**config.mk**
```make
export PLATFORM = sky130hd
export DESIGN_NAME = hreg_bridge
export DESIGN_NICKNAME = d
export VERILOG_FILES = /design/src/rtl/hreg_pkg.sv /design/src/rtl/hreg_wshadow.sv /design/src/rtl/hreg_bank.sv /design/src/rtl/hreg_queue.sv /design/src/rtl/hreg_bridge.sv
export SDC_FILE = /design/constraint.sdc
export NUM_CORES = 2
export LEC_CHECK = 0
export BUFFER_PORTS_ARGS = -buffer_cell sky130_fd_sc_hd__buf_4
export CAP_MARGIN = 0
export CORE_MARGIN = 2
export CORE_UTILIZATION = 40
export CTS_CLUSTER_SIZE = 8
export DETAILED_ROUTE_END_ITERATION = 8
export PLACE_DENSITY = 0.55
export SLEW_MARGIN = 20
export SYNTH_ARGS = -nofsm -noshare
export SYNTH_HDL_FRONTEND = slang
export SYNTH_SLANG_ARGS = --single-unit
```
**constraint.sdc**
```tcl
create_clock -name clk -period 31.3 [get_ports clk]
set_input_delay 1.565 -clock clk [delete_from_list [all_inputs] [get_ports clk]]
set_output_delay 1.565 -clock clk [all_outputs]
set_load 0.01 [all_outputs]
```
**src/rtl/hreg_pkg.sv**
```systemverilog
package hreg_pkg;
  localparam int BYTE_W = 8;
  localparam int QUAD_W = 32;
  typedef logic [QUAD_W-1:0] quad_t;
  typedef logic [BYTE_W-1:0] byte_t;

  // byte 0 is the most significant byte
  function automatic byte_t quad_byte(quad_t q, logic [1:0] sel);
    return q[(3 - int'(sel)) * BYTE_W +: BYTE_W];
  endfunction

  function automatic quad_t byte_mask(logic [1:0] sel);
    quad_t m;
    m = '0;
    m[(3 - int'(sel)) * BYTE_W +: BYTE_W] = '1;
    return m;
  endfunction

  function automatic quad_t byte_put(quad_t q, logic [1:0] sel, byte_t b);
    quad_t r;
    r = q;
    r[(3 - int'(sel)) * BYTE_W +: BYTE_W] = b;
    return r;
  endfunction
endpackage

```
**src/rtl/hreg_wshadow.sv**
```systemverilog
module hreg_wshadow
  import hreg_pkg::*;
#(
  parameter bit AUTO_COMMIT = 1'b0
) (
  input  logic       clk,
  input  logic       rst_n,
  input  logic       wr_en,
  input  logic [1:0] byte_sel,
  input  logic       upd,
  input  byte_t      wdata,
  output quad_t      shadow,
  output logic       commit,
  output quad_t      commit_data
);
  quad_t shadow_q, shadow_d;

  always_comb begin
    shadow_d = shadow_q;
    if (wr_en) shadow_d = byte_put(shadow_q, byte_sel, wdata);
  end

  always_ff @(posedge clk or negedge rst_n) begin
    if (!rst_n)     shadow_q <= '0;
    else if (wr_en) shadow_q <= shadow_d;
  end

  generate
    if (AUTO_COMMIT) begin : g_auto
      assign commit = wr_en && (byte_sel == 2'd3);
    end else begin : g_strobe
      assign commit = wr_en && upd;
    end
  endgenerate

  assign commit_data = shadow_d;
  assign shadow      = shadow_q;
endmodule

```
**src/rtl/hreg_bank.sv**
```systemverilog
module hreg_bank
  import hreg_pkg::*;
#(
  parameter int NREG  = 32,
  parameter int IDX_W = 6
) (
  input  logic             clk,
  input  logic             rst_n,
  input  logic             we,
  input  logic [IDX_W-1:0] widx,
  input  quad_t            wdata,
  input  logic [IDX_W-1:0] ridx,
  output quad_t            rdata
);
  localparam int RW = (NREG > 1) ? $clog2(NREG) : 1;

  quad_t regs_q [NREG];

  generate
    for (genvar g = 0; g < NREG; g++) begin : g_reg
      logic hit;
      assign hit = we && (widx == IDX_W'(g));
      always_ff @(posedge clk or negedge rst_n) begin
        if (!rst_n)   regs_q[g] <= '0;
        else if (hit) regs_q[g] <= wdata;
      end
    end
  endgenerate

  always_comb begin
    rdata = '0;
    if (int'(ridx) < NREG) rdata = regs_q[ridx[RW-1:0]];
  end
endmodule

```
**src/rtl/hreg_queue.sv**
```systemverilog
module hreg_queue
  import hreg_pkg::*;
#(
  parameter int DEPTH = 4
) (
  input  logic  clk,
  input  logic  rst_n,
  input  logic  push,
  input  quad_t push_data,
  input  logic  pop,
  output quad_t head,
  output logic  empty,
  output logic  underflow
);
  localparam int PW = (DEPTH > 1) ? $clog2(DEPTH) : 1;
  localparam int CW = $clog2(DEPTH + 1);

  quad_t          mem_q [DEPTH];
  logic [PW-1:0]  wptr_q, wptr_d, rptr_q, rptr_d;
  logic [CW-1:0]  cnt_q, cnt_d;
  logic           uf_q, uf_d;
  logic           full, do_push, do_pop;

  function automatic logic [PW-1:0] ptr_inc(logic [PW-1:0] p);
    return (p == PW'(DEPTH - 1)) ? '0 : p + 1'b1;
  endfunction

  always_comb begin
    full    = (cnt_q == CW'(DEPTH));
    empty   = (cnt_q == '0);
    do_push = push && !full;
    do_pop  = pop && !empty;
    wptr_d  = do_push ? ptr_inc(wptr_q) : wptr_q;
    rptr_d  = do_pop  ? ptr_inc(rptr_q) : rptr_q;
    cnt_d   = cnt_q;
    if (do_push && !do_pop)      cnt_d = cnt_q + 1'b1;
    else if (do_pop && !do_push) cnt_d = cnt_q - 1'b1;
    uf_d    = uf_q || (pop && empty);
  end

  always_ff @(posedge clk or negedge rst_n) begin
    if (!rst_n) begin
      wptr_q <= '0;
      rptr_q <= '0;
      cnt_q  <= '0;
      uf_q   <= 1'b0;
    end else begin
      wptr_q <= wptr_d;
      rptr_q <= rptr_d;
      cnt_q  <= cnt_d;
      uf_q   <= uf_d;
    end
  end

  always_ff @(posedge clk) begin
    if (do_push) mem_q[wptr_q] <= push_data;
  end

  assign head      = mem_q[rptr_q];
  assign underflow = uf_q;
endmodule

```
**src/rtl/hreg_bridge.sv**
```systemverilog
module hreg_bridge
  import hreg_pkg::*;
#(
  parameter int ADDR_W      = 9,
  parameter int NREG        = 32,
  parameter int QDEPTH      = 4,
  parameter bit AUTO_COMMIT = 1'b0,
  parameter int Q0_IDX      = 62,
  parameter int Q1_IDX      = 63
) (
  input  logic              clk,
  input  logic              rst_n,
  input  logic [ADDR_W-1:0] cpu_addr,
  input  logic              cpu_wr,
  input  logic [7:0]        cpu_wdata,
  input  logic              cpu_rd,
  output logic [7:0]        cpu_rdata,
  input  logic              q0_push,
  input  logic [31:0]       q0_data,
  input  logic              q1_push,
  input  logic [31:0]       q1_data,
  output logic [1:0]        q_underflow
);
  localparam int IDX_W = ADDR_W - 3;
  localparam int NQ    = 2;

  // reset: asserted asynchronously, released through two flops
  logic [1:0] rst_sync_q;
  logic       rst_core_n;
  always_ff @(posedge clk or negedge rst_n) begin
    if (!rst_n) rst_sync_q <= 2'b00;
    else        rst_sync_q <= {rst_sync_q[0], 1'b1};
  end
  assign rst_core_n = rst_sync_q[1];

  // address fields
  logic [IDX_W-1:0] idx;
  logic [1:0]       bsel;
  logic             upd;
  assign idx  = cpu_addr[ADDR_W-2:2];
  assign bsel = cpu_addr[1:0];
  assign upd  = cpu_addr[ADDR_W-1];

  // write side
  quad_t wr_shadow, commit_data;
  logic  commit;

  hreg_wshadow #(.AUTO_COMMIT(AUTO_COMMIT)) u_wsh (
    .clk(clk), .rst_n(rst_core_n), .wr_en(cpu_wr), .byte_sel(bsel),
    .upd(upd), .wdata(cpu_wdata), .shadow(wr_shadow),
    .commit(commit), .commit_data(commit_data)
  );

  quad_t bank_rdata;
  hreg_bank #(.NREG(NREG), .IDX_W(IDX_W)) u_bank (
    .clk(clk), .rst_n(rst_core_n), .we(commit), .widx(idx),
    .wdata(commit_data), .ridx(idx), .rdata(bank_rdata)
  );

  // queues
  logic  rd_load;
  logic  q_push [NQ];
  quad_t q_pdata [NQ];
  quad_t q_head [NQ];
  logic  q_sel [NQ];
  logic  q_pop [NQ];
  logic  q_empty [NQ];
  logic  q_uf [NQ];

  assign q_push[0]  = q0_push;
  assign q_push[1]  = q1_push;
  assign q_pdata[0] = q0_data;
  assign q_pdata[1] = q1_data;
  assign q_sel[0]   = (idx == IDX_W'(Q0_IDX));
  assign q_sel[1]   = (idx == IDX_W'(Q1_IDX));

  generate
    for (genvar q = 0; q < NQ; q++) begin : g_q
      assign q_pop[q] = rd_load && q_sel[q];
      hreg_queue #(.DEPTH(QDEPTH)) u_q (
        .clk(clk), .rst_n(rst_core_n), .push(q_push[q]),
        .push_data(q_pdata[q]), .pop(q_pop[q]), .head(q_head[q]),
        .empty(q_empty[q]), .underflow(q_uf[q])
      );
      assign q_underflow[q] = q_uf[q];
    end
  endgenerate

  // read side
  quad_t rd_src, rd_shadow_q, rd_shadow_d;
  byte_t rdata_q, rdata_d;

  assign rd_load = cpu_rd && (bsel == 2'd0) && upd;

  always_comb begin
    rd_src = bank_rdata;
    for (int q = 0; q < NQ; q++) begin
      if (q_sel[q]) rd_src = q_empty[q] ? '0 : q_head[q];
    end
    rd_shadow_d = rd_load ? rd_src : rd_shadow_q;
    rdata_d     = cpu_rd ? quad_byte(rd_shadow_d, bsel) : rdata_q;
  end

  always_ff @(posedge clk or negedge rst_core_n) begin
    if (!rst_core_n) begin
      rd_shadow_q <= '0;
      rdata_q     <= '0;
    end else if (cpu_rd) begin
      rd_shadow_q <= rd_shadow_d;
      rdata_q     <= rdata_d;
    end
  end

  assign cpu_rdata = rdata_q;
endmodule

```
==> results.ini <==
[cts]
post_cts_buffers=0
cts.hold.buffers_added=0
post_cts_resized=0
clk_latency_ns=0.84
cts_tree=done
cts_buffers=189
clk_pin_slew_worst_paths_ns=0.06
cts_max_level=4
cts.sinks=1370
clockRootBuffer=clkbuf_16
cts_buffer_depth=3

[synthesis]
yosysTopAreaCell=dfrtp_1
yosysSeqAreaShare_pct=60.9
synthSimpleGateAreaFrac_pct=9.37
syn_nets=4999
ys_warn_count=0
ys_ff_latch=1370
synth_top_area_share_pct=47.7
avgSynthCellArea_um2=11.9
async_flop_share_pct=81.3
synthCells=4892
synthTopCellsByCount=dfrtp_1, nor2_1, a21oi_1, nand2_1, o21ai_0
synth_flop_cell=dfrtp_1
yosys-top-cells-area=dfrtp_1, edfxtp_1, mux4_2, a21oi_1, o21ai_0
synth_mux_area_share_pct=12.8
synth_compound_area_share_pct=12.5
synth.distinct_cells=88
synth_xor_area_share_pct=0.0900
synth_top_family_by_area=multiplexers
synth_adder_area_share_pct=0.454
mappedNetlistArea_um2=58400
synth_edf_count=256
synth.most_common_cell=dfrtp_1

[run_status]
status=finished clean

[final_layout]
nets=4996
instances_no_fill=6860
layout-drive-gt1-share_pct=16.5
final_cell_area_um2=66200
areaGrowthSynthToFinish_pct=13.3
n_fill_cell=13200

[grt]
grt_max_degree=159
grt_util_all_layers_pct=23.8
grt-ovfl-total=0
antenna_found_initial=6
grt_pass1_wl_um=262000
grt_pass1_vias=38300

[worst_hold_path]
hold_class=flop to flop
hold_end=rst_sync_q[1]
holdPathStages=0
hold_path_startpoint=rst_sync_q[0]

[critical_path]
r2r_cells=4
worst_r2r_endpoint=u_bank.regs_q[433]
rr_startpoint=rst_sync_q[1]
start_kind=input pin
worstPathRequired_ns=32.01
end_kind=flop
arrival_ns=6.18
critPathKind=input pin to flop
ff2ff_setup_slack_ns=27.10
crit_path_max_fanout=45

[placement]
place_area_um2=60800
dpl.hpwl_um=106000
numPortBuffers=96
dp_cells=6612
gp_congestion=0.815

[die]
placementRows=140
die_h_um=386
initial_core_util_pct=40.2
core_um2=145000
die-area_um2=149000
die-width_um=386
io_pins=97

[sta]
layout_min_cycle_time_ns=5.47
final-setup-viol-count=0
slew-limit-headroom_pct=24.1
holdWs_ns=0.346
max_freq_mhz=183
rsz0062_at_grt=false
tns_ns=0
finClkSkew_ns=0.0801
hold_violations=0
period_share_pct=17.5
worst_slew_pin_slew_ns=1.13
report.final.slew_viol_count=0

[pwr]
power.static_leakage_uw=0.0280
irDropWorstVdd_mv=0.0495
powerDensity_nw_per_um2=67.2

[run]
drv_cap=0

[routing]
ant_nets=0
avgRoutedWirePerCell_um=25.3
via_count=38600
wirelength_um=174000
avgViaCountPerCell=5.63
firstDrtPassIters=5
drt_iter0_markers=3550
drcViolationCount=0

[routing by layer]
metal / part of all wire (%) / global-route usage [%] / routed length, um / vias up
li1: - / - / - / 17400
met4: 2.5 / 6.88 / 4290 / 6
met2: 48 / 37.8 / 82500 / 1151
met5: 0.021 / 0 / 36 / -
met3: 5.4 / 3.67 / 9320 / 242
met1: 45 / 34.0 / 77400 / 19800
[worst max-delay path by stage]
stage	start	end	cells after the start
floorplan	rst_sync_q[1]	cpu_rdata[0]	0
global placement	cpu_addr[2]	g_q[1].u_q.cnt_q[1]	12
detailed placement	cpu_addr[2]	g_q[1].u_q.cnt_q[1]	12
CTS	cpu_addr[2]	g_q[1].u_q.cnt_q[1]	12
global route	cpu_addr[2]	g_q[1].u_q.cnt_q[1]	12
finish	cpu_addr[2]	g_q[1].u_q.cnt_q[1]	12
[layout make-up]
class / instances / area [um^2] / area share (%)
antenna: 3 / 7.51 / 0.0113
sequential: 1370 / 35600 / 53.7
inverter: 46 / 173 / 0.261
multi-input combinational: 3050 / 20900 / 31.6
timing repair buffer: 232 / 1840 / 2.78
clock inverter: 16 / 397 / 0.599
tap: 1917 / 2400 / 3.62
clock buffer: 226 / 4870 / 7.36
[critical path: stages]
cell and delay [ns]:
buf_8 0.39, buf_4 0.67, buf_4 0.58, buf_4 0.71
and4_2 0.44, and2_1 0.14, buf_4 0.33, nand2_1 0.18
ha_1 0.29, inv_1 0.08, fa_1 0.41, mux2_2 0.27
[kinds of logic after synthesis]
| group | count (synthesis) |
|---|---|
| xor gates and xnor gates | 6 |
| adders and majority gates | 20 |
| buffers and inverters | 472 |
| and+or+nand+nor | 1341 |
| muxes | 362 |
| other | 1 |
| DFF | 1370 |
| AOI/OAI and AO/OA | 1320 |
[layout by cell type, fill, tap and decap left out, types with 6 or more instances in the layout]
cell	n
a211o_1	6
a21oi_1	568
mux2_2	18
buf_4	221
nor2b_1	22
edfxtp_1	256
a221oi_1	13
ha_1	18
o22ai_1	16
and2_1	14
nand4_1	9
nor2_1	620
clkinv_16	11
inv_1	45
o21a_1	9
mux4_2	271
nand2_2	12
mux4_1	28
dfrtp_1	1111
nor2_4	10
a22oi_2	31
o21ai_0	510
mux2i_1	45
a22o_1	15
a211oi_1	6
nand2_1	548
nand2b_1	7
nand3_1	29
nor3_1	19
clkbuf_1	37
clkbuf_16	189
a22oi_1	60
a31oi_1	12
a2111oi_0	14
[flip-flops by register name (all words and copies together), names as in the netlist]
register / cells
u_bank.regs_q: 1024
g_q.u_q.underflow: 2
cpu_rdata: 8
rd_shadow_q: 32
g_q.u_q.cnt_q: 6
g_q.u_q.rptr_q: 4
u_wsh.shadow: 32
g_q.u_q.mem_q: 256
g_q.u_q.wptr_q: 4
rst_sync_q: 2
[metrics by stage]
step           util (%)  total power (uW)  worst slack, ns
6_report           45.5              4450            25.83
2_1_floorplan         -              2440            13.24
5_1_grt            45.5              4630            25.56
3_3_place_gp       41.8              2600            24.94
4_1_cts            45.5              4490            25.80
3_5_place_dp       41.8              2620            24.91
[power by group]
| part | total (uW) | switching [uW] | internal, uW |
|---|---|---|---|
| logic | 479 | 291 | 188 |
| clock network | 1860 | 778 | 1090 |
| registers | 2100 | 82.9 | 2020 |
(Power assumes the default switching activity.)
